===== src/rtl/irq_entry_pkg.sv =====
package irq_entry_pkg;
  typedef enum logic [1:0] {
    ST_IDLE  = 2'd0,
    ST_FETCH = 2'd1,
    ST_PUSH  = 2'd2,
    ST_LOAD  = 2'd3
  } entry_st_t;
endpackage


===== src/rtl/irq_gate.sv =====
// Enable bit, hidden pending latch and the take decision.
module irq_gate (
  input  logic clk,
  input  logic rst,
  input  logic irq_req,
  input  logic at_boundary,
  input  logic seq_idle,
  input  logic cr_wr_en,
  input  logic cr_wr_bit,
  output logic irq_en,
  output logic take
);
  logic pend_q;
  logic en_q;

  assign take   = at_boundary & seq_idle & en_q & pend_q;
  assign irq_en = en_q;

  always_ff @(posedge clk) begin
    if (rst) begin
      en_q   <= 1'b0;
      pend_q <= 1'b0;
    end else begin
      // Entry clears enable; it overrides a coincident software write.
      if (take)          en_q <= 1'b0;
      else if (cr_wr_en) en_q <= cr_wr_bit;
      // A request arriving on the take edge survives as a new pending one.
      if (take)         pend_q <= irq_req;
      else if (irq_req) pend_q <= 1'b1;
    end
  end
endmodule


===== src/rtl/entry_seq.sv =====
// Three-step entry: vector read, PC push, PC load. All outputs registered.
module entry_seq
  import irq_entry_pkg::*;
#(
  parameter int               WORD_W   = 16,
  parameter logic [WORD_W-1:0] VEC_ADDR = 16'hFFFE
) (
  input  logic              clk,
  input  logic              rst,
  input  logic              take,
  input  logic [WORD_W-1:0] pc_in,
  input  logic [WORD_W-1:0] sp_in,
  input  logic [WORD_W-1:0] mem_rdata,
  output logic              idle,
  output logic              busy,
  output logic              mem_req,
  output logic              mem_we,
  output logic [WORD_W-1:0] mem_addr,
  output logic [WORD_W-1:0] mem_wdata,
  output logic              sp_load,
  output logic [WORD_W-1:0] sp_val,
  output logic              pc_load,
  output logic [WORD_W-1:0] pc_val
);
  localparam logic [WORD_W-1:0] ONE = WORD_W'(1);

  entry_st_t         st_q;
  logic [WORD_W-1:0] pc_sav_q;
  logic [WORD_W-1:0] sp_sav_q;

  assign idle = (st_q == ST_IDLE);

  always_ff @(posedge clk) begin
    if (rst) begin
      st_q      <= ST_IDLE;
      pc_sav_q  <= '0;
      sp_sav_q  <= '0;
      busy      <= 1'b0;
      mem_req   <= 1'b0;
      mem_we    <= 1'b0;
      mem_addr  <= '0;
      mem_wdata <= '0;
      sp_load   <= 1'b0;
      sp_val    <= '0;
      pc_load   <= 1'b0;
      pc_val    <= '0;
    end else begin
      case (st_q)
        ST_IDLE: begin
          if (take) begin
            st_q     <= ST_FETCH;
            pc_sav_q <= pc_in;
            sp_sav_q <= sp_in;
            busy     <= 1'b1;
            mem_req  <= 1'b1;
            mem_we   <= 1'b0;
            mem_addr <= VEC_ADDR;
          end
        end
        ST_FETCH: begin
          st_q      <= ST_PUSH;
          mem_req   <= 1'b1;
          mem_we    <= 1'b1;
          mem_addr  <= sp_sav_q - ONE;
          mem_wdata <= pc_sav_q;
          sp_load   <= 1'b1;
          sp_val    <= sp_sav_q - ONE;
        end
        ST_PUSH: begin
          st_q    <= ST_LOAD;
          mem_req <= 1'b0;
          mem_we  <= 1'b0;
          sp_load <= 1'b0;
          pc_load <= 1'b1;
          pc_val  <= mem_rdata;
        end
        default: begin
          st_q    <= ST_IDLE;
          pc_load <= 1'b0;
          busy    <= 1'b0;
        end
      endcase
    end
  end
endmodule


===== src/rtl/irq_entry_seq.sv =====
module irq_entry_seq #(
  parameter int               WORD_W   = 16,
  parameter logic [WORD_W-1:0] VEC_ADDR = 16'hFFFE
) (
  input  logic              clk,
  input  logic              rst,
  input  logic              irq_req,
  input  logic              at_boundary,
  input  logic              cr_wr_en,
  input  logic [WORD_W-1:0] cr_wr_data,
  output logic [WORD_W-1:0] cr_rd,
  input  logic [WORD_W-1:0] pc_in,
  input  logic [WORD_W-1:0] sp_in,
  output logic              busy,
  output logic              mem_req,
  output logic              mem_we,
  output logic [WORD_W-1:0] mem_addr,
  output logic [WORD_W-1:0] mem_wdata,
  input  logic [WORD_W-1:0] mem_rdata,
  output logic              sp_load,
  output logic [WORD_W-1:0] sp_val,
  output logic              pc_load,
  output logic [WORD_W-1:0] pc_val
);
  logic take;
  logic seq_idle;
  logic irq_en;

  irq_gate u_gate (
    .clk        (clk),
    .rst        (rst),
    .irq_req    (irq_req),
    .at_boundary(at_boundary),
    .seq_idle   (seq_idle),
    .cr_wr_en   (cr_wr_en),
    .cr_wr_bit  (cr_wr_data[0]),
    .irq_en     (irq_en),
    .take       (take)
  );

  entry_seq #(.WORD_W(WORD_W), .VEC_ADDR(VEC_ADDR)) u_seq (
    .clk      (clk),
    .rst      (rst),
    .take     (take),
    .pc_in    (pc_in),
    .sp_in    (sp_in),
    .mem_rdata(mem_rdata),
    .idle     (seq_idle),
    .busy     (busy),
    .mem_req  (mem_req),
    .mem_we   (mem_we),
    .mem_addr (mem_addr),
    .mem_wdata(mem_wdata),
    .sp_load  (sp_load),
    .sp_val   (sp_val),
    .pc_load  (pc_load),
    .pc_val   (pc_val)
  );

  // Reserved control bits read as zero.
  assign cr_rd = {{(WORD_W-1){1'b0}}, irq_en};
endmodule


===== config.mk =====
export PLATFORM = sky130hd
export DESIGN_NAME = irq_entry_seq
export DESIGN_NICKNAME = d
export VERILOG_FILES = /design/src/rtl/irq_entry_pkg.sv /design/src/rtl/irq_gate.sv /design/src/rtl/entry_seq.sv /design/src/rtl/irq_entry_seq.sv
export SDC_FILE = /design/constraint.sdc
export NUM_CORES = 1
export LEC_CHECK = 0
export BUFFER_PORTS_ARGS = -buffer_cell sky130_fd_sc_hd__clkbuf_2
export CORE_MARGIN = 2
export CORE_UTILIZATION = 55
export CTS_BUF_LIST = sky130_fd_sc_hd__clkbuf_8
export DETAILED_ROUTE_END_ITERATION = 8
export MAX_ROUTING_LAYER = met4
export PLACE_DENSITY = 0.93
export SYNTH_ARGS = -nofsm -noshare
export SYNTH_HDL_FRONTEND = slang
export SYNTH_SLANG_ARGS = --single-unit

===== constraint.sdc =====
create_clock -name clk -period 4.2 [get_ports clk]
set_input_delay 0.63 -clock clk [delete_from_list [all_inputs] [get_ports clk]]
set_output_delay 0.63 -clock clk [all_outputs]
set_load 0.02 [all_outputs]

* Word level (Yosys, flattened, before mapping)
Index checks and enable logic that the tools add are counted.
Word-level totals: input bits 69, logic and storage cells 47, bits in registers 105, output and inout bits 85
Cells by class: bitwise operators 4, eq/ne operators 3, multiplexer cells 13, reductions and logical operators 12, add/sub/neg operators 1
Operators with widths (count):
- 16-bit one-hot mux with 2 select lines | 1
- 16-bit two-way mux | 1
- 16-bit by 1-bit subtractor with 16-bit output, second input constant | 1
- 2-bit AND reduction | 4
- 1-bit one-hot mux with 2 select lines | 3
- 1-bit one-hot mux with 3 select lines | 2
- 2-bit one-hot mux with 3 select lines | 1
- 2-bit nonzero test | 3
- 2-bit OR reduction | 3
- 1-bit two-way mux | 4
- 1-bit AND | 3
- 3-bit nonzero test | 1
- 2-bit by 1-bit equality test with 1-bit output, second input constant | 1
- 2-bit equality test, second input constant | 1
- 2-bit zero test | 1
- 2-bit two-way mux | 1
- 2-bit inequality test, second input constant | 1
- 1-bit inverter | 1

* Depth between registers and ports, before layout
Gate-level depths: netlist (run 1).
depth in word-level cells 6, mapped depth 8, mapped depth without buffers 6

* Modules after synthesis
Synthesis (run 1) repeated with hierarchy kept, for this count alone.
Unflattened totals: cells, all modules 459, area, all modules 4116.4 µm²
By module, submodules not included:
- entry_seq | area each 3897.5 µm², cells an instance 434, instances 1
- irq_entry_seq | area each 123.9 µm², cells an instance 17, instances 1
- irq_gate | area each 95.1 µm², cells an instance 8, instances 1

* Worst setup path before layout (run 1)
Ideal clock, no wire load.
path type reg-to-reg, start point reg u_seq.sp_sav_q[0], end point reg u_seq.mem_addr[12], cell stages (with the launch flop) 8, required time 4.052 ns, arrival 1.541 ns, buffers on the path 1, path slack 2.511 ns, clock period less this slack 1.689 ns, cells stage by stage dfxtp_1 > inv_1 > ha_1 > or3b_1 > buf_6 > nor4_4 > xnor2_1 > a211oi_1
On the way: cells in the longest elaborated chain, start to end 2
RTL lines:
- start, declared | RTL line entry_seq.sv:29 | logic [WORD_W-1:0] sp_sav_q;
- start signal, assigned | RTL line entry_seq.sv:53 | sp_sav_q <= sp_in;
- 16-bit by 1-bit subtractor with 16-bit output | RTL line entry_seq.sv:64 | mem_addr <= sp_sav_q - ONE;
- 16-bit one-hot mux with 2 select lines | RTL line entry_seq.sv:48 | case (st_q)
- end signal, assigned | RTL line entry_seq.sv:64
- end, declared | RTL line entry_seq.sv:18 | output logic [WORD_W-1:0] mem_addr,
No other way between the ends. A chain may end at the register's enable or synchronous reset.

* Final worst setup path (run 1)
start point reg u_seq.st_q[1], end point reg u_seq.mem_addr[15]
On the way: cells in the longest elaborated chain, start to end 6, elaborated cells on any way between the ends 9
RTL lines:
- start, declared | RTL line entry_seq.sv:27 | entry_st_t st_q;
- start signal, assigned | RTL line entry_seq.sv:35 | st_q <= ST_IDLE;
- start signal, assigned | RTL line entry_seq.sv:51 | st_q <= ST_FETCH;
- start signal, assigned | RTL line entry_seq.sv:61 | st_q <= ST_PUSH;
- 2-bit zero test | RTL line entry_seq.sv:31, entry_seq.sv:48
- 1-bit AND (3 in series) | RTL line irq_gate.sv:16 | assign take = at_boundary & seq_idle & en_q & pend_q;
- 2-bit inequality test (no source line)
- 2-bit AND reduction (no source line)
Parallel ways exist; a longest one is shown, timed or not.

==> qor.yml, run 1 <==
status:
  status: "completed"
place:
  dp_hpwl_mm: 6.39
  gp_congestion: 0.827
  io_buffers: 123
timing:
  max_slew_margin_pct: 29.3
  holdWs_ns: 0.462
  skew_ns: 0.0107
  final_max_slew_viol_count: 0
  rsz0062_at_grt: "no"
  timing.fmax_ghz: 0.379
  worst_slew_pin_slew_ns: 1.06
  hold_viol: 0
  setup_viol: 0
  period_needed_ns: 2.64
  final.setup.tns_ns: 0
  fin_crit_sh_pct: 62.8
logic_synthesis:
  synthArstFlopShare_pct: 0
  synthCells: 466
  synth-edff-count: 0
  ys_types: 38
  syn_area_sq_mm: 0.00417
  yosysWarnings: 0
  ys_seq_area_share_pct: 50.4
  synth-seq-cells: 105
  avgSynthCellArea_sq_um: 8.94
  synth_flop_cell: "dfxtp_1"
layout:
  syn2layout_area_growth_pct: 19.3
  finalNetCount: 646
  final_layout_size_suffix_gt1_share_pct: 26.7
  final_cell_mix: "clkbuf_2, dfxtp_1, nor2_1, nand2_1, a21oi_1"
  antennaDiodeCount: 0
  final_common_cell: "clkbuf_2"
  fin_util_pct: 68.2
critical_path:
  critPathArrivalTime_ns: 2.83
  cp_max_fo: 47
  cpMaxStageDelayCell: "a21oi_1"
  worstPathCellList: "inv_1 > ha_2 > buf_4 > clkinv_1 > a21oi_1 > a311oi_1"
  required_ns: 4.39
  path_class: "reg -> reg"
  cpPeakStageDelay_ns: 0.69
  critPathCaptureType: "flip-flop"
  crit_path_start_kind: "flip-flop"
clock_tree:
  clkLatencyLatePin_ns: 0.35
  cts_sinks: 105
  cts_made_buffers: 9
  path_clk_slew_ns: 0.10
  cts_buffer_depth: 2
  cts-root-buf: "clkbuf_8"
  ctsHoldBuffers: 0
  cts-resized-gates: 0
  htree_num_levels: 3
  cts_setup_buffers: 0
  cts_tree: "built"
floorplan:
  initial_utilization_pct: 57.2
  die_h_um: 91.1
  dieWidth_um: 91.1
  rows: 31
  core_area_sq_mm: 0.00729
  dieArea_sq_mm: 0.00829
  ios: 154
routing:
  ant_nets: 0
  drc_errors: 0
  drt-pass1-iter-count: 4
  routed_wl_mm: 9.15
  drtIter0Drc: 155
  routed_via_density: 5.21
  routedWlPerCell_um: 13.5
  via_count: 3519
grt:
  antenna_found_initial: 0
  grt_pass1_wl_mm: 15.5
  gr-total-overflow: 0
  grt_pass1_vias: 3324
  track_usage_pct: 23.1
  grt_start_max_net_pins: 106
worst_hold_path:
  hold_path_class: "reg -> reg"
pwr:
  p_leak_uw: 0.00207
  irDropWorstVdd_mv: 0.243
  power.density_mw_per_mm2: 372
job:
  drv_cap: 0
==> kinds of logic (layout without fill, tap and decap cells) <==
group | Yosys count | in the layout | synth area share, %
and+or+nand+nor | 181 | 181 | 19.5
xor gates and xnor gates | 10 | 10 | 2.10
adders and majority gates | 5 | 5 | 1.50
AOI/OAI and AO/OA | 74 | 74 | 11.0
DFF | 105 | 105 | 50.4
buffers and inverters | 53 | 150 | 6.51
other | 1 | 15 | 0.0900
muxes | 37 | 37 | 8.89
==> cell type report <==
cell class	instances	area (sq um)
Clock inverter	6	81.3
Clock buffer	10	138
Fill cell	618	2320
Multi-Input combinational cell	322	1850
Tap cell	99	124
Sequential cell	105	2100
Timing Repair Buffer	127	648
Inverter	7	26.3
==> stage by stage <==
stage                     cells  area (sq um)  setup WS, ns  power, uW
final                       676          4970          1.56       1850
after CTS                   676          4970          1.60       1860
after detailed placement    660          4750          1.64       1190
after global placement      660          4750          1.74       1190
after global routing        676          4970          1.36       1920
after floorplan             480          4220          2.51       1150
==> where the power goes <==
part	total [uW]	internal, uW	switching, uW	leakage (uW)
sequential	1020	1010	11.6	0.000848
combinational	148	56.4	92.1	0.00110
clock	677	350	328	0.000119
==> worst paths after layout <==
check                     from                  to  slack [ns]  depth (start not counted)
min reg2reg  u_seq.pc_sav_q[0]   u_seq.pc_sav_q[0]        0.46                          2
max reg2reg      u_seq.st_q[1]  u_seq.mem_addr[15]        1.56                          6
min          u_seq.pc_sav_q[0]   u_seq.pc_sav_q[0]        0.46                          2
max              u_seq.st_q[1]  u_seq.mem_addr[15]        1.56                          6
==> routing by layer <==
layer	share of wire, %	global-route usage [%]	vias up
li1	-	-	1746
met1	45	29.2	1637
met2	47	36.5	120
met3	6.0	5.06	16
met4	1.8	8.46	0
met5	0	-	-
==> state kept, by name, summed over array words and instances (netlist names) <==
| name | count |
|---|---|
| u_gate.pend_q | 1 |
| u_seq.mem_addr | 16 |
| u_seq.mem_we | 1 |
| u_seq.sp_val | 16 |
| u_seq.sp_load | 1 |
| u_seq.busy | 1 |
| u_seq.pc_load | 1 |
| u_seq.mem_req | 1 |
| u_seq.pc_sav_q | 16 |
| u_seq.pc_val | 16 |
| u_gate.irq_en | 1 |
| u_seq.mem_wdata | 16 |
| u_seq.sp_sav_q | 16 |
| u_seq.st_q | 2 |
==> worst max-delay path, delay by kind of cell (launching register included) <==
kind,cells,cell delay (ns)
flip-flops,1,0.35
adder cells (fa/ha/maj),1,0.17
buffers and inverters,3,1.05
AO/OA/AOI/OAI,2,0.90
==> cell usage after synthesis, types with 2 or more instances <==
library cell | count | area share [%]
nor3_1 | 15 | 1.8
inv_1 | 6 | 0.54
xnor2_1 | 6 | 1.3
xor2_1 | 4 | 0.84
o31a_2 | 2 | 0.48
nor4_4 | 2 | 1.0
dfxtp_1 | 105 | 50
nand2_1 | 67 | 6.0
buf_2 | 4 | 0.48
a311oi_1 | 3 | 0.63
nand4_1 | 3 | 0.45
ha_1 | 5 | 1.5
buf_4 | 16 | 2.9
o21ai_0 | 3 | 0.36
nor2_1 | 78 | 7.0
buf_1 | 6 | 0.54
clkbuf_1 | 19 | 1.7
a21oi_1 | 39 | 4.7
nand3_1 | 4 | 0.48
or3_1 | 2 | 0.30
a211oi_1 | 21 | 3.8
or4_4 | 3 | 0.81
nor4_2 | 2 | 0.60
mux2i_1 | 37 | 8.9
Note: power is estimated with default switching activity, not from simulation.
==> run 2, diff against run 1 <==
--- a/config.mk
+++ b/config.mk
@@ -5,13 +5,14 @@
 export SDC_FILE = /design/constraint.sdc
 export NUM_CORES = 1
 export LEC_CHECK = 0
+export ABC_AREA = 1
 export BUFFER_PORTS_ARGS = -buffer_cell sky130_fd_sc_hd__clkbuf_2
 export CORE_MARGIN = 2
-export CORE_UTILIZATION = 55
+export CORE_UTILIZATION = 46
 export CTS_BUF_LIST = sky130_fd_sc_hd__clkbuf_8
 export DETAILED_ROUTE_END_ITERATION = 8
 export MAX_ROUTING_LAYER = met4
-export PLACE_DENSITY = 0.93
+export PLACE_DENSITY = 0.83
 export SYNTH_ARGS = -nofsm -noshare
 export SYNTH_HDL_FRONTEND = slang
 export SYNTH_SLANG_ARGS = --single-unit
==> constraint.sdc (replaced) <==
create_clock -name clk -period 2.4 [get_ports clk]
set_input_delay 0.36 -clock clk [delete_from_list [all_inputs] [get_ports clk]]
set_output_delay 0.36 -clock clk [all_outputs]
set_load 0.02 [all_outputs]
==> run 2 against run 1 <==
Net effect: global-route usage down 2.2 points; cell area is 1.1% higher; first-iteration DRC count grew 24%; sequential power up 130%; final cell count rose by 16%; maximum frequency increased by 34%; count of clock-buffer cells in the layout stayed put; hold slack got worse by 0.25 ns; power rose to 3.0 times the previous value; combinational power rose to 14 times the previous value; sequential cell count is the same; critical path type unchanged; largest cell class unchanged; largest power group unchanged.
==> qor.yml, run 2 <==
critical_path:
  path_class: "reg -> reg"
  required_ns: 2.66  # -1.73 ns
  cp_max_fo: 25  # -47%
  crit_path_start_kind: "flip-flop"
  critPathCaptureType: "flip-flop"
  r2r-start: "u_seq.st_q[0]"
  crit_path_start: "u_seq.st_q[0]"
  critPathArrivalTime_ns: 2.23  # -0.60 ns
timing:
  skew_ns: 0.0101  # -0.000633 ns
  setup_viol: 0  # unchanged
  max_slew_margin_pct: 54.4  # +25 points
  hold_viol: 0  # unchanged
  period_needed_ns: 1.97  # -0.668 ns
  rsz0062_at_grt: "no"
  fin_crit_sh_pct: 82.1  # +19 points
  timing.fmax_ghz: 0.508  # +34%
  final_max_slew_viol_count: 0  # unchanged
  worst_slew_pin_slew_ns: 0.682  # -0.379 ns
  final.setup.tns_ns: 0  # unchanged
routing:
  routed_via_density: 4.98  # -4.3%
  ant_nets: 0  # unchanged
  wl_met1_mm: 4.66  # +14%
  maxUsedRoutingLayer: "met4"
  route.met3.wl_um: 556  # +1.1%
  drtIter0Drc: 192  # +24%
  drc_errors: 0  # unchanged
  drt-pass1-iter-count: 5  # +1
  routed_wl_mm: 10.1  # +9.9%
  via_count: 3921  # +11%
  routedWlPerCell_um: 12.8  # -5.6%
  wl_met2_mm: 4.69  # +8.1%
layout:
  seq_area_sq_mm: 0.00210  # unchanged
  final_layout_size_suffix_gt1_share_pct: 22.8  # -3.9 points
  fin_area_sq_mm: 0.00502  # +1.1%
  antennaDiodeCount: 0  # unchanged
  syn2layout_area_growth_pct: 18.5
  fill_cells: 857  # +39%
  fin_util_pct: 55.2  # -13 points
  finalNetCount: 746  # +15%
  final_cell_mix: "nor2_1, clkbuf_2, dfxtp_1, o21ai_0, nand2_1"
  final_common_cell: "nor2_1"
  multi_input_area_sq_mm: 0.00174  # -6.1%
clock_tree:
  cts_made_buffers: 9  # unchanged
  htree_num_levels: 3  # unchanged
  cts_sinks: 105  # unchanged
  path_clk_slew_ns: 0.09  # about the same
  clkLatencyLatePin_ns: 0.35  # about the same
  cts-root-buf: "clkbuf_8"
  cts_tree: "built"
  cts_buffer_depth: 2  # unchanged
  cts_setup_buffers: 0  # unchanged
grt:
  grt_start_max_net_pins: 58  # -45%
  gr-total-overflow: 0  # unchanged
  grt_pass1_wl_mm: 16.5  # +6.6%
  antenna_found_initial: 0  # unchanged
  grt_pass1_vias: 3566  # +7.3%
  track_usage_pct: 20.9  # -2.2 points
logic_synthesis:
  syn_area_sq_mm: 0.00424  # +1.8%
  yosysTopAreaCell: "dfxtp_1"
  ys_seq_area_share_pct: 49.6  # -0.88 points
  synth.area.mux_share_pct: 0.236  # -8.7 points
  synth-xor-area-share_pct: 0.206  # -1.9 points
  synthCells: 564  # +21%
  yosys.area_share.simple_pct: 21.0  # +1.5 points
  yosysWarnings: 0  # unchanged
  ys_types: 31  # -18%
  synth-seq-cells: 105  # unchanged
  synth_top_family_by_area: "simple AND/OR/NAND/NOR gates"
  yosysMostFrequentCell: "nor2_1"
  synth-edff-count: 0  # unchanged
  avgSynthCellArea_sq_um: 7.52  # -16%
  synth_compound_area_share_pct: 16.6  # +5.6 points
  yosys.area_share.adder_pct: 1.47  # -0.026 points
  synthTopCellsByArea: "dfxtp_1, nor2_1, o21ai_0, nand2_1, inv_1"
  synthArstFlopShare_pct: 0  # unchanged
  yosys-top-cells-count: "nor2_1, dfxtp_1, o21ai_0"
  synth_top_area_share_pct: 49.6  # -0.88 points
  synth_flop_cell: "dfxtp_1"
status:
  status: "completed"
pwr:
  p_comb_share_pct: 38.2  # +30 points
  pwr-share-seq_pct: 42.3  # -13 points
  p_int_uw: 3300  # +130%
  p_leak_uw: 0.00254  # +23%
  switching_share_pct: 40.6  # +17 points
  irDropWorstVdd_mv: 0.538  # +120%
  clkPwrFrac_pct: 19.5  # -17 points
  p_sw_uw: 2250  # +420%
  power.density_mw_per_mm2: 1100  # +200%
place:
  placed_cell_area_sq_mm: 0.00482  # +1.5%
  io_buffers: 123  # unchanged
  gp_congestion: 0.908  # +9.8%
  dp_hpwl_mm: 7.16  # +12%
worst_hold_path:
  hp-start: "irq_req"
  hold_path_class: "in -> reg"
floorplan:
  initial_utilization_pct: 46.6  # -11 points
  dieArea_sq_mm: 0.0100  # +21%
  dieWidth_um: 100  # +9.9%
  core_area_sq_mm: 0.00911  # +25%
  rows: 35  # +13%
  ios: 154  # unchanged
  die_h_um: 100  # +9.9%
job:
  drv_cap: 0  # unchanged
-- run 2: cell count changes after synthesis, sizes merged, moves of 18 or more --
cell    before  now
mux2i       37    1
a211oi      21    1
inv          6   39
nand2       68   50
o21ai        3   99
nor2        78  152
-- run 2: metal layers --
layer / vias to the layer above / GRT usage [%]
li1: 1986 / -
met1: 1785 / 27.1
met2: 135 / 33.1
met3: 15 / 4.60
met4: 0 / 5.90
met5: - / -
-- run 2: metrics by stage --
| step | setup WS [ns] | total power (uW) | cells | hold WS, ns |
|---|---|---|---|---|
| finish | 0.430 | 5550 | 787 | 0.209 |
| global route | 0.259 | 5930 | 787 | 0.191 |
| CTS | 0.105 | 5580 | 787 | 0.198 |
| detailed placement | 0.115 | 4500 | 772 | 0.456 |
| global placement | 0.222 | 4410 | 772 | 0.451 |
| floorplan | 0.976 | 3860 | 578 | 0.444 |
-- run 2: repair_timing --
action                                  in CTS  in global routing
endpoints found under the setup margin       0                  6
hold buffers                                 0                  0
gates resized for setup                      0                  1
-- run 2: power by group through the flow --
stage                     Clock (uW)  Sequential, uW  Combinational [uW]
final                           1080            2350                2120
after floorplan                    0            2790                1070
after global routing            1190            2390                2340
after detailed placement           0            2380                2110
after global placement             0            2360                2050
after CTS                       1110            2350                2120
-- run 2: path summary, 6_finish.rpt --
check	to	depth (start not counted)	slack [ns]
worst max-delay path	u_seq.mem_addr[8]	6	0.43
worst min-delay path	u_gate.pend_q	3	0.21
worst max register to register	u_seq.mem_addr[8]	6	0.43
worst min register to register	u_seq.sp_val[0]	2	0.47
-- run 2: worst max-delay path, stage by stage (launching register included) --
cell     delay, ns
dfxtp_1       0.39
inv_1         0.09
ha_1          0.31
o21ai_4       0.60
inv_1         0.25
nor2_1        0.17
nor2_1        0.05
-- run 2: cell type report --
class                           instances  area share (%)
Clock buffer                           10            2.74
Sequential cell                       105            41.8
Clock inverter                          5            1.15
Inverter                               45            3.39
Tap cell                              111            2.76
Timing Repair Buffer                  130            13.5
Multi-Input combinational cell        381            34.6
-- run 2: kinds of logic after synthesis --
logic type                 count (synthesis)
AOI/OAI and AO/OA                        134
xor gates and xnor gates                   1
adders and majority gates                  5
buffers and inverters                     92
DFF                                      105
muxes                                      1
other                                      1
and+or+nand+nor                          225
